File: config.mk
export PLATFORM = sky130hd
export DESIGN_NAME = seg_scan_ctrl
export DESIGN_NICKNAME = d
export VERILOG_FILES = /design/src/rtl/seg_scan_pkg.sv /design/src/rtl/seg_scan_prescaler.sv /design/src/rtl/seg_scan_sequencer.sv /design/src/rtl/seg_scan_decoder.sv /design/src/rtl/seg_scan_ctrl.sv
export SDC_FILE = /design/constraint.sdc
export NUM_CORES = 1
export LEC_CHECK = 0
export BUFFER_PORTS_ARGS = -buffer_cell sky130_fd_sc_hd__buf_2
export CAP_MARGIN = 20
export CORE_ASPECT_RATIO = 1.25
export CORE_MARGIN = 5
export CORE_UTILIZATION = 58
export CTS_CLUSTER_SIZE = 20
export DETAILED_ROUTE_END_ITERATION = 6
export GPL_ROUTABILITY_DRIVEN = 0
export PLACE_DENSITY = 0.82
export SLEW_MARGIN = 20
export SYNTH_ARGS = -nofsm -noshare
export SYNTH_HDL_FRONTEND = slang
export SYNTH_SLANG_ARGS = --single-unit
File: constraint.sdc
create_clock -name clk -period 3 [get_ports clk]
set_input_delay 0.45 -clock clk [delete_from_list [all_inputs] [get_ports clk]]
set_output_delay 0.45 -clock clk [all_outputs]
set_load 0.03 [all_outputs]
File: src/rtl/seg_scan_pkg.sv
package seg_scan_pkg;

   localparam int unsigned SEG_W       = 7;
   localparam int unsigned NIBBLE_W    = 4;
   localparam int unsigned MIN_PER_US  = 1000;
   localparam int unsigned MAX_PER_US  = 16000;

   // lit-segment set, bit0 = a ... bit6 = g, active high
   function automatic logic [SEG_W-1:0] hex_glyph(input logic [NIBBLE_W-1:0] v);
      logic [SEG_W-1:0] g;
      case (v)
         4'h0: g = 7'b0111111;
         4'h1: g = 7'b0000110;
         4'h2: g = 7'b1011011;
         4'h3: g = 7'b1001111;
         4'h4: g = 7'b1100110;
         4'h5: g = 7'b1101101;
         4'h6: g = 7'b1111101;
         4'h7: g = 7'b0000111;
         4'h8: g = 7'b1111111;
         4'h9: g = 7'b1101111;
         4'hA: g = 7'b1110111;
         4'hB: g = 7'b1111100;
         4'hC: g = 7'b0111001;
         4'hD: g = 7'b1011110;
         4'hE: g = 7'b1111001;
         default: g = 7'b1110001;
      endcase
      return g;
   endfunction

   function automatic int unsigned clamp_period_us(input int unsigned req_us);
      if (req_us < MIN_PER_US) return MIN_PER_US;
      if (req_us > MAX_PER_US) return MAX_PER_US;
      return req_us;
   endfunction

   function automatic int unsigned slot_cycles(input longint unsigned clk_hz,
                                               input int unsigned     req_us,
                                               input int unsigned     ndig,
                                               input int unsigned     test_slot);
      longint unsigned per_ms;
      longint unsigned cyc;
      if (test_slot != 0) return test_slot;
      per_ms = clk_hz / 1000;
      cyc    = (per_ms * longint'(clamp_period_us(req_us))) / 1000;
      return int'(cyc / longint'(ndig));
   endfunction

endpackage

File: src/rtl/seg_scan_prescaler.sv
module seg_scan_prescaler #(
   parameter int unsigned SLOT  = 8,
   localparam int unsigned CW   = (SLOT > 2) ? $clog2(SLOT) : 1
) (
   input  logic clk,
   input  logic rst,
   output logic slot_first,
   output logic slot_last
);
   logic [CW-1:0] cnt_q;

   always_ff @(posedge clk) begin
      if (rst)
         cnt_q <= '0;
      else if (cnt_q == CW'(SLOT - 1))
         cnt_q <= '0;
      else
         cnt_q <= cnt_q + 1'b1;
   end

   assign slot_first = (cnt_q == '0);
   assign slot_last  = (cnt_q == CW'(SLOT - 1));
endmodule

File: src/rtl/seg_scan_sequencer.sv
module seg_scan_sequencer #(
   parameter int unsigned NDIG = 4,
   localparam int unsigned IW  = (NDIG > 2) ? $clog2(NDIG) : 1
) (
   input  logic          clk,
   input  logic          rst,
   input  logic          advance,
   output logic [IW-1:0] idx
);
   always_ff @(posedge clk) begin
      if (rst)
         idx <= '0;
      else if (advance)
         idx <= (idx == IW'(NDIG - 1)) ? '0 : idx + 1'b1;
   end
endmodule

File: src/rtl/seg_scan_decoder.sv
module seg_scan_decoder
   import seg_scan_pkg::*;
#(
   parameter int unsigned NDIG = 4,
   localparam int unsigned IW  = (NDIG > 2) ? $clog2(NDIG) : 1
) (
   input  logic [NDIG*NIBBLE_W-1:0] digits,
   input  logic [IW-1:0]            idx,
   input  logic                     blank,
   output logic [NDIG-1:0]          en_n_d,
   output logic [SEG_W-1:0]         seg_n_d
);
   logic [NIBBLE_W-1:0] slice [NDIG];
   logic [NDIG-1:0]     hit;

   for (genvar g = 0; g < NDIG; g++) begin : g_dig
      assign slice[g] = digits[g*NIBBLE_W +: NIBBLE_W];
      assign hit[g]   = (idx == IW'(g));
   end

   assign en_n_d  = blank ? '1 : ~hit;
   assign seg_n_d = ~hex_glyph(slice[idx]);
endmodule

File: src/rtl/seg_scan_ctrl.sv
module seg_scan_ctrl
   import seg_scan_pkg::*;
#(
   parameter longint unsigned CLK_HZ          = 50_000_000,
   parameter int unsigned     REFRESH_US      = 8000,
   parameter int unsigned     TEST_SLOT_CYCLES = 0,
   parameter int unsigned     NUM_DIGITS      = 4,
   localparam int unsigned    SLOT_CYCLES     = slot_cycles(CLK_HZ, REFRESH_US, NUM_DIGITS, TEST_SLOT_CYCLES),
   localparam int unsigned    IW              = (NUM_DIGITS > 2) ? $clog2(NUM_DIGITS) : 1
) (
   input  logic                           clk,
   input  logic                           rst,
   input  logic [NUM_DIGITS*NIBBLE_W-1:0] digits,
   output logic [NUM_DIGITS-1:0]          dig_en_n,
   output logic [SEG_W-1:0]               seg_n
);
   if (NUM_DIGITS < 2) begin : g_bad_ndig
      $error("seg_scan_ctrl: NUM_DIGITS must be at least 2");
   end
   if (SLOT_CYCLES < 2) begin : g_bad_slot
      $error("seg_scan_ctrl: slot must hold a blank cycle plus one lit cycle");
   end
   if (TEST_SLOT_CYCLES == 0 && CLK_HZ < 1000) begin : g_bad_clk
      $error("seg_scan_ctrl: CLK_HZ too low for the refresh window");
   end

   logic          slot_first, slot_last;
   logic [IW-1:0] idx;
   logic [NUM_DIGITS-1:0] en_n_d;
   logic [SEG_W-1:0]      seg_n_d;

   seg_scan_prescaler #(.SLOT(SLOT_CYCLES)) u_pre (
      .clk        (clk),
      .rst        (rst),
      .slot_first (slot_first),
      .slot_last  (slot_last)
   );

   seg_scan_sequencer #(.NDIG(NUM_DIGITS)) u_seq (
      .clk     (clk),
      .rst     (rst),
      .advance (slot_last),
      .idx     (idx)
   );

   seg_scan_decoder #(.NDIG(NUM_DIGITS)) u_dec (
      .digits  (digits),
      .idx     (idx),
      .blank   (slot_first),
      .en_n_d  (en_n_d),
      .seg_n_d (seg_n_d)
   );

   always_ff @(posedge clk) begin
      if (rst) begin
         dig_en_n <= '1;
         seg_n    <= '1;
      end else begin
         dig_en_n <= en_n_d;
         seg_n    <= seg_n_d;
      end
   end
endmodule

==> results by group, run 1 <==
Clock tree
  • TritonCTS clock tree: done
  • Clock transition at path regs: 0.11 ns
  • H-tree levels: 2
  • Clock Tree Buf Depth: 2
  • Latest clock arrival within the worst-skew pair: 0.34 ns
  • CTS Buf Count: 5
  • CTS root buffer: clkbuf_4
  • Post-CTS Setup Inserts: 0
  • PostCTS Resize Cnt: 0
  • Hold buffers post-CTS: 0
  • Clock sink count: 30

Place
  • DPL Wire Length: 2463 microns
  • DP Worst Slack: 0.7797 ns
  • Post-DP Area: 0.001699 sq mm
  • I/O Buffers: 28

Power
  • Total design power: 840.6 uW
  • Switching Share: 0.2588
  • Clock group share of total power: 0.392
  • Power Dens Cells: 471.8 mW/mm^2
  • Leak pwr: 0.6983 nW
  • Combinational power share: 0.113
  • P_sw: 217.6 uW
  • Flop pwr share: 0.495
  • Int Pwr: 623.1 uW
  • VDD IR max: 353.7 uV

Synth
  • Number of enable flip-flop cells after synthesis: 0
  • Syn avg cell area: 9.301 sq um
  • Post-synthesis cell type count: 39
  • Asr flop ratio synth: 0
  • Post-synthesis sequential area ratio: 0.3890
  • Mapped Area: 0.001544 sq mm
  • Dominant synthesized flop cell: dfxtp_1
  • Syn nets: 196
  • Yosys reg bits: 30
  • Cell count after synthesis: 166
  • Yosys warnings: 0

Layout
  • Nets: 225
  • Layout cell share with drive strength beyond 1: 0.2500
  • Utilization after layout: 0.6781
  • Area grow syn2layout: 15.40%
  • Commonest cells after routing, fill and taps aside: dfxtp_1 (30), buf_2 (28), nand2_1 (16)
  • Antenna diodes: 0
  • Post-route cell area: 0.001782 sq mm
  • Commonest non-fill, non-tap cell in the layout: dfxtp_1

Timing
  • RSZ-0062 raised after global routing: false
  • Minimum clock period: 2.253 ns
  • Final setup fails: 0
  • Slew headroom: 0.5232
  • Worst-Margin Slew: 0.7152 ns
  • Max-slew violation count: 0
  • Final TNS setup: 0 ns
  • Final hold vios: 0
  • Max frequency: 443.9 MHz
  • Final worst setup slack: 0.7471 ns
  • Final Cycle Share: 0.7510
  • Setup Skew: 0.009204 ns

Critical path
  • Crit-path max FO: 17
  • Reg-to-Reg Start: u_pre.cnt_q[14]
  • Critical Path Source: u_pre.cnt_q[14]
  • Startpoint types: flip-flop
  • Reg-to-reg setup timing slack: 0.75 ns
  • Worst Setup Path Type: reg -> reg
  • Data arrival, critical path: 2.45 ns
  • CP Capture Point: u_pre.cnt_q[12]
  • Crit path capture type: flip-flop
  • Worst Reg-to-Reg Cells: 4
  • Worst EP required: 3.20 ns
  • R2r endpoint: u_pre.cnt_q[12]

Floorplanning
  • Die ar.: 0.003800 sq mm
  • Core area: 0.002628 sq mm
  • IO Count: 29
  • Cell row count: 21
  • Initial Util: 0.5876
  • Die height: 67.69 microns
  • DIE WIDTH: 56.15 microns

Global routing
  • Vias in the first global route: 1304
  • Largest net degree at the start of global routing: 18
  • Total Routing Usage GR: 0.1924
  • First-pass GRT wire length: 5637 microns
  • Grt ovf: 0
  • Antenna violations before repair: 0

Min path
  • Worst hold path startpoint: rst
  • Worst min path class: in -> reg

Routing
  • Antenna-violating nets left: 0
  • Via count: 1322
  • Drt drc: 0
  • Initial DRT Pass Iterations: 4
  • Initial drt markers: 33
  • Routed len/inst: 14.32 microns
  • Vias per inst: 5.748
  • Final wirelength: 3294 microns

Run
  • # Max-Cap Violations: 0

Run status
  • Outcome: finished clean
==> critical path: stages (launching register included) <==
cell and delay (ns):
dfxtp_1 0.36, or4_4 0.55, or4_4 0.52, o21ai_2 0.58, nor2_1 0.11
==> stage by stage <==
stage,hold WS (ns),cells
after floorplan,0.4254,166
after global placement,0.4407,222
after detailed placement,0.4520,222
after CTS,0.3150,230
after global routing,0.3269,230
final,0.3214,230
==> flip-flops by register name (all words and copies together) (netlist names) <==
register	cells
dig_en_n	4
u_pre.cnt_q	17
u_seq.idx	2
seg_n	7
==> synthesized netlist by cell type (3+ instances only) <==
cell type   n  share of area
nand2_1    16          0.039
or4_1       4          0.019
a21oi_1     9          0.029
o211ai_1    3          0.015
or3_1       5          0.020
nor2_1     12          0.029
nand3_1     5          0.016
ha_1       12          0.097
o21ai_0     6          0.019
clkbuf_1    4         0.0097
dfxtp_1    30           0.39
mux4_2      4          0.058
xor2_1      8          0.045
nand4_1     5          0.020
and3_1      3          0.012
inv_1      10          0.024
o31ai_1     3          0.015
==> power by group through the flow <==
stage / registers [mW] / logic, mW / clock network, mW
after CTS: 0.416 / 0.0960 / 0.334
after detailed placement: 0.425 / 0.0951 / 0
final: 0.416 / 0.0954 / 0.330
after global placement: 0.425 / 0.0920 / 0
after global routing: 0.417 / 0.106 / 0.359
after floorplan: 0.444 / 0.0462 / 0
==> logic make-up after synthesis <==
| group | count (synthesis) | share of synthesized area |
|---|---|---|
| flops | 30 | 0.3890 |
| fa+ha+maj | 12 | 0.09724 |
| buf+inv | 17 | 0.04457 |
| mux | 8 | 0.08590 |
| compound gates | 29 | 0.1216 |
| simple gates | 61 | 0.2107 |
| xor+xnor | 9 | 0.05106 |
==> worst min-delay path by stage <==
stage	endpoint	slack, ns	cells after the start
after floorplan	u_pre.cnt_q[0]	0.43	1
after global placement	u_pre.cnt_q[0]	0.44	1
after detailed placement	u_pre.cnt_q[0]	0.45	1
after CTS	u_seq.idx[0]	0.31	2
after global routing	u_seq.idx[0]	0.33	2
final	u_seq.idx[0]	0.32	2
==> per-layer routing <==
| metal | vias to the layer above | routed length, microns | track usage |
|---|---|---|---|
| li1 | 648 | - | - |
| met4 | 0 | 109 | 0.1157 |
| met1 | 618 | 1176 | 0.1825 |
| met3 | 15 | 156 | 0.06692 |
| met2 | 41 | 1852 | 0.3582 |
| met5 | - | 0 | 0 |
==> final cells by class <==
cell class / instances / area (sq um)
flip-flops and latches: 30 / 600.6
fillers: 210 / 845.8
clock buffers: 5 / 37.54
clock inverters: 3 / 45.04
repair buffers: 28 / 140.1
inverters: 11 / 41.29
multi-input cells: 119 / 874.6
well taps: 34 / 42.54
Power figures use the tool's default switching activity.
==> run 2, diff against run 1 <==
- ABC_AREA: default -> 1
- CORE_UTILIZATION: 58 -> 55
- PLACE_DENSITY: 0.82 -> 0.77
- clock period: 3 -> 2.3 ns (I/O delays scaled with it)
==> run 2 against run 1 <==
Critical path depth is 6 higher. Combinational power is 35% higher. Setup slack worse by 0.26 ns. Largest cell class unchanged. Total power is 15% higher. Global-route usage is 1.2 points lower. Sequential power is 30% higher. Critical path type unchanged. Non-clock buffer count stayed put. Synthesized area is 13% higher.
==> results by group, run 2 <==
Run status
  • Outcome: finished clean

Critical path
  • CP bufs+invs: 3
  • Delay of the slowest critical-path stage: 0.61 ns
  • Data arrival, critical path: 2.05 ns
  • Worst Setup Path Type: reg -> reg
  • Crit path capture type: flip-flop
  • CP Cell Sequence: inv_6, nand2_1, nand3_1, nand2_1, inv_1, ha_1, inv_1, nor2_2, a21oi_2, nand2_1
  • Delay-heaviest family, CP: flip-flops
  • Startpoint types: flip-flop
  • Crit-path slowest cell: dfxtp_1
  • Crit-path max FO: 12
  • Cell repeated most along the worst path: nand2_1
  • Worst EP required: 2.53 ns

Global routing
  • First-pass GRT wire length: 6016 microns
  • Total Routing Usage GR: 0.1802
  • Grt ovf: 0
  • Largest net degree at the start of global routing: 18
  • Vias in the first global route: 1486
  • Antenna violations before repair: 0

Layout
  • Antenna diodes: 0
  • Multi-input logic area: 0.001006 sq mm
  • # fillers: 268
  • Register with the most flip-flops: u_pre.cnt_q
  • Sequential cell area: 600.6 sq um
  • Post-route cell area: 0.001943 sq mm
  • Commonest non-fill, non-tap cell in the layout: nand2_1
  • Area grow syn2layout: 11.73%
  • Nets: 307
  • Layout cell share with drive strength beyond 1: 0.2022
  • Max reg flops: 17
  • Commonest cells after routing, fill and taps aside: nand2_1 (68), nor2_1 (34), nand3_1 (31)
  • Top Registers: u_pre.cnt_q: 17 flops, seg_n: 7 flops, dig_en_n: 4 flops

Synth
  • Number of enable flip-flop cells after synthesis: 0
  • Ranking of synthesized cells by area: dfxtp_1 (35%), nand2_1 (15%), nand3_1 (8.9%), ha_1 (8.6%), nor2_1 (7.3%)
  • Yosys reg bits: 30
  • Syn nets: 275
  • Yosys warnings: 0
  • Synth top area share: 0.3453
  • Cell count after synthesis: 245
  • Post-synthesis cell type count: 24
  • Post-synthesis sequential area ratio: 0.3453
  • Syn avg cell area: 7.099 sq um
  • Most frequent cell after synthesis: nand2_1
  • Dominant cell type by area after synthesis: dfxtp_1
  • Synth top cells by count: nand2_1 (68), nor2_1 (34), nand3_1 (31)
  • Dominant synthesized flop cell: dfxtp_1
  • Asr flop ratio synth: 0
  • Mapped Area: 0.001739 sq mm

Floorplanning
  • IO Count: 29
  • Cell row count: 22
  • Die height: 72.87 microns
  • Initial Util: 0.5796
  • Die ar.: 0.004394 sq mm
  • DIE WIDTH: 60.30 microns
  • Core area: 0.003000 sq mm

Timing
  • Max-slew violation count: 0
  • Final setup fails: 0
  • Max frequency: 550.8 MHz
  • Worst-Margin Slew: 0.4424 ns
  • Final TNS setup: 0 ns
  • Setup Skew: 0.01174 ns
  • Slew headroom: 0.7046
  • Final hold vios: 0
  • RSZ-0062 raised after global routing: false
  • Final Cycle Share: 0.7893
  • Minimum clock period: 1.815 ns

Routing
  • M1 wire length: 1408 microns
  • Routed wl met3: 191 microns
  • Antenna-violating nets left: 0
  • Max Used Layer: met4
  • Final wirelength: 3580 microns
  • Via count: 1619
  • Initial drt markers: 69
  • Initial DRT Pass Iterations: 5
  • Drt drc: 0
  • Vias per inst: 5.173
  • Routed len/inst: 11.44 microns
  • Metal2 WL: 1897 microns

Clock tree
  • H-tree levels: 2
  • Clock sink count: 30
  • Hold buffers post-CTS: 0
  • Clock Tree Buf Depth: 2
  • Latest clock arrival within the worst-skew pair: 0.33 ns
  • Clock transition at path regs: 0.10 ns
  • CTS root buffer: clkbuf_4
  • CTS Buf Count: 5
  • Post-CTS Setup Inserts: 0
  • TritonCTS clock tree: done
  • PostCTS Resize Cnt: 0

Place
  • Post-DP Area: 0.001891 sq mm
  • DPL Wire Length: 2858 microns
  • I/O Buffers: 28

Power
  • Flop pwr share: 0.562
  • P_sw: 271.9 uW
  • Int Pwr: 693.3 uW
  • Switching Share: 0.2817
  • Leak pwr: 0.8482 nW
  • Combinational power share: 0.133
  • Clock group share of total power: 0.305
  • VDD IR max: 377.2 uV
  • Power Dens Cells: 496.7 mW/mm^2

Min path
  • Worst min path class: in -> reg

Run
  • # Max-Cap Violations: 0
run 2: cell types whose count changed in the layout (fill, tap and decap cells not counted), sizes merged, moves of 3 or more:
cell,change
o21ai,-6
nand2,+57
o211ai,-3
or4,-6
or3,-6
nand3,+30
mux4,-4
nor2,+27
o31ai,-3
and3,-3
inv,+15
run 2: path summary, 6_finish.rpt:
kind,startpoint,to,slack (ns),cells past startpoint
setup / recovery,u_seq.idx[0],seg_n[0],0.48,10
hold reg to reg,u_pre.cnt_q[0],u_pre.cnt_q[0],0.48,1
hold / removal,rst,seg_n[5],0.27,3
setup reg to reg,u_seq.idx[0],seg_n[0],0.48,10
run 2: layout make-up:
class,instances,share of cell area
inverter,25,0.05087
multi-input combinational,187,0.5177
timing repair buffer,28,0.07212
sequential,30,0.3091
clock buffer,5,0.01932
tap,36,0.02318
clock inverter,2,0.007727
run 2: metrics by stage:
| stage | cells | hold slack [ns] | utilization | total power, mW | setup slack, ns |
|---|---|---|---|---|---|
| 6_report | 313 | 0.2715 | 0.6476 | 0.9651 | 0.4846 |
| 5_1_grt | 313 | 0.2751 | 0.6476 | 1.014 | 0.3141 |
| 4_1_cts | 313 | 0.2536 | 0.6476 | 0.9815 | 0.4738 |
| 3_5_place_dp | 306 | 0.4640 | 0.6301 | 0.6845 | 0.4895 |
| 3_3_place_gp | 306 | 0.4587 | 0.6301 | 0.6821 | 0.5941 |
| 2_1_floorplan | 245 | 0.4311 | - | 0.6449 | 0.7934 |
run 2: routing by layer:
layer | global-route usage | vias up
met2 | 0.3401 | 48
met5 | 0 | -
li1 | - | 840
met1 | 0.1746 | 723
met4 | 0.08867 | 0
met3 | 0.04425 | 8
run 2: cells by family (layout without fill, tap and decap cells):
family | count (synthesis) | in the layout | synth area share
flops | 30 | 30 | 0.3453
buf+inv | 28 | 60 | 0.07626
xor+xnor | 9 | 9 | 0.04533
compound gates | 9 | 9 | 0.03022
fa+ha+maj | 12 | 12 | 0.08633
simple gates | 157 | 157 | 0.4165
run 2: worst min-delay path, stage by stage:
cell and delay (ns):
buf_2 0.13, a21oi_2 0.05, nand2_1 0.05
run 2: power groups by stage:
stage / clock network, mW / logic (mW) / registers, mW
finish: 0.294 / 0.129 / 0.542
global route: 0.325 / 0.144 / 0.545
CTS: 0.309 / 0.130 / 0.543
detailed placement: 0 / 0.130 / 0.555
global placement: 0 / 0.128 / 0.555
floorplan: 0 / 0.0668 / 0.578
